`src/rtl/dbg_exec_ctl.sv`:
```
module dbg_exec_ctl #(
  parameter int AW  = 24,
  parameter int DW  = 8,
  parameter int NBP = 2,
  localparam int CAW = $clog2(2*NBP+1),
  localparam int CW  = AW + DW
) (
  input  logic           clk,
  input  logic           rst,
  input  logic           cmd_valid,
  input  logic [1:0]     cmd_op,
  input  logic           cfg_we,
  input  logic [CAW-1:0] cfg_addr,
  input  logic [CW-1:0]  cfg_wdata,
  input  logic           fetch_valid,
  input  logic [AW-1:0]  fetch_pc,
  input  logic           insn_done,
  input  logic           acc_valid,
  input  logic           acc_wr,
  input  logic [1:0]     acc_space,
  input  logic [AW-1:0]  acc_addr,
  input  logic [DW-1:0]  acc_data,
  output logic           halt,
  output logic           step_grant,
  output logic           skip_req,
  output logic [NBP-1:0] bp_status,
  output logic           idle
);
  localparam logic [CAW-1:0] CLR_ADDR = CAW'(2*NBP);

  typedef enum logic [1:0] {S_RUN, S_HALT, S_STEP, S_SKIP} mode_t;
  mode_t mode;
  logic pend;
  logic [NBP-1:0] hit, en_vec;

  for (genvar k = 0; k < NBP; k++) begin : g_bp
    logic          en, dcmp;
    logic [1:0]    kind, space;
    logic [AW-1:0] addr;
    logic [DW-1:0] data;
    logic dir_ok, acc_hit, pc_hit;

    always_ff @(posedge clk) begin
      if (rst) begin
        en <= 1'b0; dcmp <= 1'b0; kind <= '0; space <= '0; addr <= '0; data <= '0;
      end else if (cfg_we && cfg_addr == CAW'(2*k)) begin
        en    <= cfg_wdata[0];
        kind  <= cfg_wdata[2:1];
        dcmp  <= cfg_wdata[3];
        space <= cfg_wdata[5:4];
      end else if (cfg_we && cfg_addr == CAW'(2*k+1)) begin
        addr <= cfg_wdata[AW-1:0];
        data <= cfg_wdata[CW-1:AW];
      end
    end

    assign dir_ok  = (kind == 2'd3) | (kind == 2'd1 & acc_wr) | (kind == 2'd2 & ~acc_wr);
    assign acc_hit = acc_valid & dir_ok & (space == acc_space) & (addr == acc_addr)
                   & (~dcmp | (data == acc_data));
    assign pc_hit  = fetch_valid & (kind == 2'd0) & (addr == fetch_pc);
    assign hit[k]    = en & (pc_hit | acc_hit);
    assign en_vec[k] = en;
  end

  wire live   = (mode != S_HALT);
  wire clr_we = cfg_we && cfg_addr == CLR_ADDR;
  wire [NBP-1:0] clr_mask = clr_we ? cfg_wdata[NBP-1:0] : '0;

  always_ff @(posedge clk) begin
    if (rst) bp_status <= '0;
    else     bp_status <= (bp_status & ~clr_mask) | (live ? hit : '0);
  end

  always_ff @(posedge clk) begin
    if (rst) begin
      mode <= S_RUN;
      pend <= 1'b0;
    end else if (cmd_valid && cmd_op == 2'd1) begin
      mode <= S_HALT;
      pend <= 1'b0;
    end else begin
      case (mode)
        S_RUN: begin
          if (insn_done && (pend || |hit)) begin
            mode <= S_HALT;
            pend <= 1'b0;
          end else begin
            pend <= pend | (|hit);
          end
        end
        S_HALT: begin
          pend <= 1'b0;
          if (cmd_valid) begin
            case (cmd_op)
              2'd0:    mode <= S_RUN;
              2'd2:    mode <= S_STEP;
              2'd3:    mode <= S_SKIP;
              default: mode <= S_HALT;
            endcase
          end
        end
        default: begin
          pend <= 1'b0;
          if (insn_done) mode <= S_HALT;
        end
      endcase
    end
  end

  assign halt       = (mode == S_HALT);
  assign step_grant = (mode == S_STEP);
  assign skip_req   = (mode == S_SKIP);
  assign idle       = (mode == S_RUN) && (en_vec == '0);

  AST_ONE_MODE: assert property (@(posedge clk) disable iff (rst)
    $onehot0({halt, step_grant, skip_req}));
  AST_HALT_CMD: assert property (@(posedge clk) disable iff (rst)
    (cmd_valid && cmd_op == 2'd1) |=> halt);
  AST_HALT_HOLDS: assert property (@(posedge clk) disable iff (rst)
    (halt && !cmd_valid) |=> halt);
  AST_STEP_ENDS: assert property (@(posedge clk) disable iff (rst)
    (step_grant && insn_done) |=> (halt && !step_grant));
  AST_SKIP_ENDS: assert property (@(posedge clk) disable iff (rst)
    (skip_req && insn_done) |=> (halt && !skip_req));
  AST_STEP_WAITS: assert property (@(posedge clk) disable iff (rst)
    (step_grant && !insn_done && !cmd_valid) |=> step_grant);
  AST_FROZEN_STATUS: assert property (@(posedge clk) disable iff (rst)
    (halt && !clr_we) |=> (bp_status == $past(bp_status)));
  AST_STICKY: assert property (@(posedge clk) disable iff (rst)
    !clr_we |=> ((bp_status & $past(bp_status)) == $past(bp_status)));
  AST_IDLE_MODE: assert property (@(posedge clk) disable iff (rst)
    idle |-> !(halt || step_grant || skip_req));
endmodule

```
`config.mk`:
```
export PLATFORM = sky130hd
export DESIGN_NAME = dbg_exec_ctl
export DESIGN_NICKNAME = d
export VERILOG_FILES = /design/src/rtl/dbg_exec_ctl.sv
export SDC_FILE = /design/constraint.sdc
export NUM_CORES = 1
export LEC_CHECK = 0
export BUFFER_PORTS_ARGS = -buffer_cell sky130_fd_sc_hd__buf_4
export CAP_MARGIN = 10
export CELL_PAD_IN_SITES_DETAIL_PLACEMENT = 1
export CELL_PAD_IN_SITES_GLOBAL_PLACEMENT = 1
export CORE_ASPECT_RATIO = 0.9
export CORE_MARGIN = 5
export CORE_UTILIZATION = 35
export CTS_CLUSTER_DIAMETER = 40
export DETAILED_ROUTE_END_ITERATION = 12
export MAX_ROUTING_LAYER = met4
export PLACE_DENSITY = 0.77
export SYNTH_ARGS = -nofsm -noshare
export SYNTH_HDL_FRONTEND = slang
export SYNTH_SLANG_ARGS = --single-unit
export TNS_END_PERCENT = 10
```
`constraint.sdc`:
```
create_clock -name clk -period 3.5 [get_ports clk]
set_clock_uncertainty 0.2 [all_clocks]
set_input_delay 0.7 -clock clk [delete_from_list [all_inputs] [get_ports clk]]
set_output_delay 0.7 -clock clk [all_outputs]
set_load 0.02 [all_outputs]
```
==> impl_metrics.tcl, run 1 <==
set metrics [dict create \
    status "completed" \
    async_flop_share_pct 0 \
    insertion_delay_ns 0.34 \
    grt_pass1_wl_um 24500 \
    yosysUniqueCellTypes 30 \
    dr_total_vias 4070 \
    hold_viol 0 \
    start_util_pct 35.5 \
    peakVddDrop_v 0.000271 \
    avgRoutedWirePerCell_um 19.8 \
    grt_pass1_vias 4479 \
    maxCapViolCount 0 \
    syn_area_per_cell_um2 8.10 \
    avgViaCountPerCell 5.16 \
    rsz0062_at_grt "false" \
    relSlewSlack_pct 41.0 \
    final_area_um2 5510 \
    io_pins 109 \
    drt_wl_total_um 15600 \
    finalSetupViolCount 0 \
    grt_util_met3_pct 2.66 \
    r2r_end "pend" \
    netlist_top_cells_count "nand2_1, dfxtp_1, a21oi_1, xnor2_1, xor2_1" \
    drt_iter0_markers 187 \
    place_area_um2 5220 \
    dp.cells 774 \
    slew_violations 0 \
    clock-root-buffer "clkbuf_16" \
    grt.busiest_layer "met2" \
    antenna_left 0 \
    core-area_um2 12000 \
    stdcell_count 788 \
    worst_pin_slew_ns 0.885 \
    min_to "g_bp[0].data[3]" \
    synth_area_leaders "dfxtp_1, nand2_1, xnor2_1" \
    yosys_warnings 0 \
    synthCells 525 \
    portBuffers 108 \
    hold_start "g_bp[0].data[3]" \
    crit_path_start_kind "input pin" \
    htree_levels 3 \
    place_congestion 0.935 \
    cp-end-kind "register" \
    antenna_found_initial 0 \
    r2r_setup_slack_ns 1.27 \
    n_fill_cell 1474 \
    synth_edf_count 0 \
    cts_made_buffers 9 \
    timing.fmax_mhz 429 \
    drt-pass1-iter-count 4 \
    tns_ns 0 \
    track_usage_pct 22.5 \
    grt_use_met1_pct 27.7 \
    timing.final.crit_share_pct 66.6 \
    die_w_um 126 \
    crit_fanout 2 \
    die_y_um 115 \
    crit_arrival_ns 2.38 \
    layout.nets 728 \
    reg2reg_depth 6 \
    cts_buffer_depth 2 \
    syn-num-nets 628 \
    p_leak_uw 0.00212 \
    die_area_um2 14500 \
    cts_hold_buf 0 \
    r2r_start "g_bp[1].addr[2]" \
    synth-seq-cells 81 \
    drc_errors 0 \
    worstPathRequired_ns 3.55 \
    post-route-min-period_ns 2.33 \
    cts_resized 0 \
    synth_top_area_share_pct 38.1 \
    synthToLayoutAreaGrowth_pct 29.5 \
    ys_seq_area_share_pct 38.1 \
    fin_hold_ws_ns 0.271 \
    holdPathStages 2 \
    clkSinkCount 81 \
    hpwlAfterDp_um 11800 \
    netlist_area_um2 4250 \
    drive_gt1_share_pct 21.0 \
    grt_max_degree 82 \
    yosysMostFrequentCell "nand2_1" \
    hp-class "register to register" \
    p_per_area_nw_per_um2 401 \
    antenna_cells 0 \
    p_total_uw 2210 \
    synth_top_area_cell "dfxtp_1" \
    rows 38 \
    crit_type "input pin to register" \
    path_clk_slew_ns 0.06 \
    cts_tree "built" \
    synth_top_flop_cell "dfxtp_1" \
    grt_use_met2_pct 38.5 \
    post-cts-setup-buffers 0 \
    grt_overflow_total 0 \
    crit_path_start "acc_addr[2]" \
]
## through the flow
| stage | worst slack (ns) | util [%] |
|---|---|---|
| final | 1.17 | 46.0 |
| after global placement | 0.880 | 43.6 |
| after floorplan | 1.31 | - |
| after CTS | 1.16 | 46.0 |
| after detailed placement | 0.833 | 43.6 |
| after global routing | 1.09 | 46.0 |
## area by class of cell
class	count	area (um2)	area share, %
Clock buffer	10	239	4.34
Clock inverter	4	45.0	0.818
Multi-Input combinational cell	420	2540	46.1
Sequential cell	81	1620	29.4
Tap cell	160	200	3.63
Timing Repair Buffer	113	861	15.6
## how the worst max path moves through the flow
stage          slack [ns]    to
2_1_floorplan        1.31  pend
3_3_place_gp         0.88  pend
3_5_place_dp         0.83  pend
4_1_cts              1.16  pend
5_1_grt              1.09  pend
6_report             1.17  pend
## per-layer routing
layer | up-vias | wire, um
li1 | 1943 | -
met1 | 1993 | 6880
met2 | 109 | 7820
met3 | 25 | 611
met4 | 0 | 297
met5 | - | 0
## layout by cell type, fill, tap and decap left out, drive strengths merged
| master | count |
|---|---|
| a21o | 1 |
| xor2 | 57 |
| bufinv | 1 |
| nand2 | 140 |
| mux2i | 14 |
| xnor2 | 59 |
| nand3 | 3 |
| a32o | 1 |
| nor2b | 4 |
| buf | 113 |
| nor2 | 18 |
| and3b | 1 |
| nor3b | 1 |
| and2 | 1 |
| a2111oi | 1 |
| nor4b | 1 |
| nand2b | 2 |
| clkbuf | 10 |
| o21bai | 1 |
| and3 | 1 |
| nor4bb | 1 |
| nor3 | 5 |
| o21ai | 2 |
| a21oi | 69 |
| nor4 | 18 |
| clkinv | 3 |
| dfxtp | 81 |
| nand3b | 1 |
| a22oi | 1 |
| nand4 | 15 |
| and4 | 2 |
## state kept, by name, summed over array words and instances (netlist names), 2 cells and up
name and cells:
g_bp.addr 48, g_bp.data 16, bp_status 2, mode 2, g_bp.kind 4, g_bp.space 4, g_bp.dcmp 2, g_bp.en 2
## where the power goes
part           switching, uW  internal [uW]
Clock                    376            560
Combinational            162            151
Sequential              19.3            941
Total                    557           1650
## critical path, stage by stage
cell	delay (ns)
buf_4	0.12
xor2_1	0.14
nor4_1	0.42
nand3_1	0.22
a2111oi_4	0.42
nor4_2	0.11
nor4b_2	0.24
## kinds of logic (layout without fill, tap and decap cells)
| family | after synthesis | in the layout | share of synthesized area [%] |
|---|---|---|---|
| AND/OR/NAND/NOR | 214 | 214 | 22.8 |
| XOR/XNOR | 116 | 116 | 23.9 |
| flip-flops | 81 | 81 | 38.1 |
| AO/OA/AOI/OAI | 76 | 76 | 9.77 |
| buffers and inverters | 24 | 127 | 2.12 |
| multiplexers | 14 | 14 | 3.29 |
Note: power is estimated with default switching activity, not from simulation.
==> inputs of run 2 (changes only) <==
--- a/config.mk
+++ b/config.mk
@@ -5,17 +5,18 @@
 export SDC_FILE = /design/constraint.sdc
 export NUM_CORES = 1
 export LEC_CHECK = 0
+export ABC_AREA = 1
 export BUFFER_PORTS_ARGS = -buffer_cell sky130_fd_sc_hd__buf_4
 export CAP_MARGIN = 10
 export CELL_PAD_IN_SITES_DETAIL_PLACEMENT = 1
 export CELL_PAD_IN_SITES_GLOBAL_PLACEMENT = 1
 export CORE_ASPECT_RATIO = 0.9
 export CORE_MARGIN = 5
-export CORE_UTILIZATION = 35
+export CORE_UTILIZATION = 34
 export CTS_CLUSTER_DIAMETER = 40
 export DETAILED_ROUTE_END_ITERATION = 12
 export MAX_ROUTING_LAYER = met4
-export PLACE_DENSITY = 0.77
+export PLACE_DENSITY = 0.81
 export SYNTH_ARGS = -nofsm -noshare
 export SYNTH_HDL_FRONTEND = slang
 export SYNTH_SLANG_ARGS = --single-unit
==> constraint.sdc (replaced) <==
create_clock -name clk -period 1.9 [get_ports clk]
set_clock_uncertainty 0.2 [all_clocks]
set_input_delay 0.38 -clock clk [delete_from_list [all_inputs] [get_ports clk]]
set_output_delay 0.38 -clock clk [all_outputs]
set_load 0.02 [all_outputs]
==> run 2 against run 1 <==
- the flow now finishes with violations (setup timing)
- critical path depth increased by 6
- final cell count increased by 35%
- area after synthesis increased by 11%
- worst hold slack got worse by 0.24 ns
- die area increased by 13%
- power increased by 110%
- design area increased by 15%
- critical path type is now register to register
- critical endpoint is now mode[1]
- largest cell class unchanged
- largest power group unchanged
==> impl_metrics.tcl, run 2 <==
set metrics [dict create \
    p_leak_uw 0.00290 \
    worst_pin_slew_ns 0.464 \
    relSlewSlack_pct 69.0 \
    drive_gt1_share_pct 26.0 \
    crit_fanout 3 \
    hpwlAfterDp_um 13200 \
    status "finished, violations left" \
    yosys_warnings 0 \
    grt_pass1_wl_um 26600 \
    clock-root-buffer "clkbuf_16" \
    crit_path_max_incr_delay_ns 0.33 \
    synth_edf_count 0 \
    tns_ns -0.0414 \
    multiInputGateArea_um2 2680 \
    mostFrequentLayoutCell "nand2_1" \
    drt-pass1-iter-count 4 \
    cts_hold_buf 0 \
    clkPwrFrac_pct 37.1 \
    avgViaCountPerCell 4.84 \
    portBuffers 108 \
    slew_violations 0 \
    timing.final.crit_share_pct 102 \
    p_int_uw 3210 \
    synth-seq-cells 81 \
    peakVddDrop_v 0.000515 \
    rows 40 \
    top_regs "g_bp.addr x48, g_bp.data x16" \
    dr_total_vias 5133 \
    hold_viol 0 \
    synth_top_area_cell "dfxtp_1" \
    fin_hold_ws_ns 0.0266 \
    fin_ws_ns -0.0414 \
    cp-end-kind "register" \
    r2r_start "g_bp[1].addr[17]" \
    grt_overflow_total 0 \
    netSwitchingFraction_pct 30.7 \
    drt_wl_total_um 16800 \
    synth_top_flop_cell "dfxtp_1" \
    grt_max_degree 77 \
    die_w_um 134 \
    io_pins 109 \
    drc_errors 0 \
    r2r_setup_slack_ns -0.04 \
    place_ws_ns -0.196 \
    layout.nets 989 \
    min_to "mode[0]" \
    worstPathRequired_ns 1.95 \
    cts_tree "built" \
    ys_seq_area_share_pct 34.3 \
    seqCellArea_um2 1660 \
    synthToLayoutAreaGrowth_pct 34.0 \
    seqPwrFrac_pct 40.3 \
    grt_pass1_vias 5278 \
    p_per_area_nw_per_um2 731 \
    track_usage_pct 21.5 \
    path_clk_slew_ns 0.06 \
    timing.fmax_mhz 515 \
    comb_power_share_pct 22.6 \
    holdPathStages 2 \
    mostFrequentLayoutCells "nand2_1, buf_4, inv_1" \
    path_delay_family "simple AND/OR/NAND/NOR gates" \
    die_area_um2 16400 \
    insertion_delay_ns 0.35 \
    n_fill_cell 1816 \
    hp-class "input pin to register" \
    synth_area_leaders "dfxtp_1, nand2_1, inv_1" \
    finalSetupViolCount 1 \
    async_flop_share_pct 0 \
    yosysMostFrequentCell "nand2_1" \
    hold_start "rst" \
    synthCells 765 \
    antenna_left 0 \
    top_register "g_bp.addr" \
    start_util_pct 35.0 \
    place_congestion 0.916 \
    post-route-min-period_ns 1.94 \
    final_core_util_pct 46.9 \
    clkSinkCount 81 \
    cp_slowest_cell "dfxtp_2" \
    syn-num-nets 868 \
    crit_type "register to register" \
    netlist_area_um2 4730 \
    cts_buffer_depth 2 \
    syn_area_per_cell_um2 6.19 \
    rsz0062_at_grt "true" \
    crit_buf_inv 1 \
    synth_top_area_share_pct 34.3 \
    antenna_found_initial 1 \
    crit_path_start_kind "register" \
    crit_arrival_ns 1.99 \
    core-area_um2 13500 \
    worstPathCellList "buf_4 > xnor2_2 > nand4_1 > nor2_1 > nand3_1 > nand2_2 > nand2_2 > nand3_2 > nand2_1 > nand2_1 > nand2_1 > nor2_1 > nor2_1" \
    die_y_um 122 \
    largest_reg_flops 48 \
    cts_made_buffers 9 \
    r2r_end "mode[1]" \
    p_sw_uw 1430 \
    drt_iter0_markers 282 \
    maxCapViolCount 0 \
    avgRoutedWirePerCell_um 15.8 \
    htree_levels 3 \
    reg2reg_depth 13 \
    netlist_top_cells_count "nand2_1, inv_1, nor2_1, dfxtp_1, o21ai_0" \
    yosysUniqueCellTypes 23 \
    violations "setup timing" \
]
-- run 2: worst max path at each step --
stage | startpoint | end | slack [ns] | depth (start not counted)
3_3_place_gp | acc_space[1] | mode[1] | -0.19 | 15
4_1_cts | g_bp[1].addr[7] | mode[1] | 0.0005 | 18
5_1_grt | g_bp[0].addr[1] | mode[1] | -0.18 | 18
2_1_floorplan | mode[0] | idle | 0.25 | 1
6_report | g_bp[1].addr[17] | mode[1] | -0.04 | 13
3_5_place_dp | fetch_pc[18] | mode[1] | -0.20 | 13
-- run 2: power groups by stage --
stage               combinational, uW  sequential (uW)  clock [uW]
finish                           1050             1870        1720
CTS                              1040             1870        1760
floorplan                         559             1880           0
global placement                 1010             1900           0
global route                     1170             1880        1820
detailed placement               1020             1900           0
-- run 2: timing repair --
item	in CTS	in global routing
buffers inserted	0	4
setup endpoints to repair	2	6
pin swaps	5	18
gates resized for setup	31	37
-- run 2: metal layers --
| layer | vias up | part of all wire, % | GRT usage [%] | wire, um |
|---|---|---|---|---|
| li1 | 2609 | - | - | - |
| met4 | 0 | 1.6 | 5.85 | 269 |
| met5 | - | 0 | - | 0 |
| met2 | 129 | 47 | 36.3 | 7830 |
| met1 | 2375 | 45 | 25.6 | 7540 |
| met3 | 20 | 6.7 | 5.45 | 1130 |
-- run 2: layout make-up --
cell class,count,area share [%]
diodes,1,0.0394
flip-flops and latches,81,26.2
multi-input cells,533,42.3
well taps,168,3.31
clock inverters,5,0.592
clock buffers,11,3.98
inverters,130,7.69
repair buffers,131,16.0
-- run 2: kinds of logic (layout without fill, tap and decap cells) --
family,after synthesis,count (layout),share of synthesized area [%]
and+or+nand+nor,324,324,27.3
AOI/OAI and AO/OA,156,156,16.6
buffers and inverters,151,277,12.0
DFF,81,81,34.3
xor gates and xnor gates,53,53,9.81
other,0,1,0
-- run 2: metrics by stage --
stage / instances / cell area [um2] / power (uW)
final: 1060 / 6340 / 4640
after global routing: 1060 / 6340 / 4870
after CTS: 1055 / 6220 / 4660
after detailed placement: 1039 / 5850 / 2920
after global placement: 1039 / 5850 / 2900
after floorplan: 765 / 4730 / 2440
==> inputs of run 3 (changes only) <==
--- a/config.mk
+++ b/config.mk
@@ -17,6 +17,7 @@
 export DETAILED_ROUTE_END_ITERATION = 12
 export MAX_ROUTING_LAYER = met4
 export PLACE_DENSITY = 0.81
+export SKIP_LAST_GASP = 1
 export SYNTH_ARGS = -nofsm -noshare
 export SYNTH_HDL_FRONTEND = slang
 export SYNTH_SLANG_ARGS = --single-unit
==> run 3 against run 2 <==
- the run still ends with setup timing left
- worst hold slack improved by 0.0017 ns
- register-to-register slack hardly changed
- sequential cell count did not move
- via count about the same
- clock power hardly changed
- non-clock buffer count stayed put
- first-iteration DRC count up 2.5%
- final cell count stayed put
- design area fell by 0.34%
- combinational power is essentially flat
- critical path type unchanged
- critical endpoint unchanged
==> impl_metrics.tcl, run 3 (same netlist as run 2, synthesis figures left out) <==
set metrics [dict create \
    crit_fanout 3 \
    p_leak_uw 0.00289 \
    place_congestion 0.916 \
    insertion_delay_ns 0.35 \
    cp-end-kind "register" \
    crit_type "register to register" \
    cts_tree "built" \
    hpwlAfterDp_um 13200 \
    top_register "g_bp.addr" \
    status "finished, violations left" \
    drive_gt1_share_pct 25.5 \
    stdcell_count 1060 \
    portBuffers 108 \
    layout.nets 989 \
    worstPathRequired_ns 1.94 \
    rows 40 \
    antenna_found_initial 1 \
    path_clk_slew_ns 0.06 \
    clock-root-buffer "clkbuf_16" \
    mostFrequentLayoutCells "nand2_1, buf_4, inv_1" \
    largest_reg_flops 48 \
    avgViaCountPerCell 4.84 \
    timing.fmax_mhz 513 \
    hp-class "input pin to register" \
    start_util_pct 35.0 \
    die_y_um 122 \
    synthToLayoutAreaGrowth_pct 33.6 \
    cts_buffer_depth 2 \
    die_area_um2 16400 \
    drt_iter0_markers 289 \
    hold_viol 0 \
    seqCellArea_um2 1660 \
    die_w_um 134 \
    grt_pass1_vias 5278 \
    grt_max_degree 77 \
    grt_pass1_wl_um 26600 \
    crit_arrival_ns 1.99 \
    place_area_um2 5850 \
    drt_wl_total_um 16700 \
    top_regs "g_bp.addr x48, g_bp.data x16" \
    drt-pass1-iter-count 4 \
    slew_violations 0 \
    drc_errors 0 \
    htree_levels 3 \
    peakVddDrop_v 0.000514 \
    track_usage_pct 21.5 \
    core-area_um2 13500 \
    rsz0062_at_grt "true" \
    post-route-min-period_ns 1.95 \
    worst_pin_slew_ns 0.437 \
    dr_total_vias 5128 \
    n_fill_cell 1818 \
    crit_path_start_kind "register" \
    p_per_area_nw_per_um2 732 \
    timing.final.crit_share_pct 103 \
    io_pins 109 \
    dp.cells 1039 \
    cts_hold_buf 0 \
    grt_overflow_total 0 \
    cts_made_buffers 9 \
    antenna_left 0 \
    finalSetupViolCount 1 \
    relSlewSlack_pct 70.8 \
    avgRoutedWirePerCell_um 15.8 \
    violations "setup timing" \
    maxCapViolCount 0 \
    multiInputGateArea_um2 2660 \
    final_area_um2 6320 \
    mostFrequentLayoutCell "nand2_1" \
    fin_ws_ns -0.0490 \
    clkSinkCount 81 \
]
-- run 3: layout make-up --
class                   instances  share of cell area, %
well taps                     168                   3.32
repair buffers                131                   16.0
diodes                          1                 0.0396
clock buffers                  11                   4.00
flip-flops and latches         81                   26.2
inverters                     130                   7.72
clock inverters                 5                  0.594
multi-input cells             533                   42.1
-- run 3: stage by stage --
stage / setup WS (ns) / util [%] / hold WS [ns] / setup TNS (ns) / power (uW)
floorplan: 0.247 / - / 0.224 / 0 / 2440
global placement: -0.193 / 43.3 / 0.234 / -0.367 / 2900
detailed placement: -0.196 / 43.3 / 0.250 / -0.364 / 2920
CTS: 0.000487 / 46.0 / 0.0179 / 0 / 4660
global route: -0.190 / 46.8 / 0.0231 / -0.391 / 4870
finish: -0.0490 / 46.8 / 0.0284 / -0.0490 / 4630
-- run 3: what timing repair did --
action | CTS | global route
pin swaps | 5 | 17
buffers inserted | 0 | 4
setup endpoints to repair | 2 | 6
resized for setup | 31 | 31
-- run 3: worst paths after layout --
check | startpoint | to | slack, ns | cells after the start
worst max-delay path | g_bp[1].addr[17] | mode[1] | -0.05 | 13
worst min-delay path | rst | mode[0] | 0.03 | 2
worst max register to register | g_bp[1].addr[17] | mode[1] | -0.05 | 13
worst min register to register | g_bp[0].space[0] | g_bp[0].space[0] | 0.26 | 2
-- run 3: critical path: stages, from the launching register on --
cell and delay [ns]:
dfxtp_2 0.33, buf_4 0.13, xnor2_1 0.16, nand4_1 0.19, nor2_1 0.17, nand3_1 0.11, nand2_2 0.11, nand2_2 0.05
nand3_2 0.09, nand2_1 0.06, nand2_1 0.05, nand2_1 0.06, nor2_1 0.08, nor2_1 0.05
-- run 3: report_power, final --
group	internal [uW]	switching, uW
registers	1780	88.7
clock network	964	751
logic	465	580
total	3210	1420
-- run 3: routing by layer --
layer  track usage [%]  share of wire [%]  vias up
li1                  -                  -     2611
met1              25.6                 44     2364
met2              36.3                 47      128
met3              5.45                7.1       25
met4              5.85                1.9        0
met5                 -                  0        -
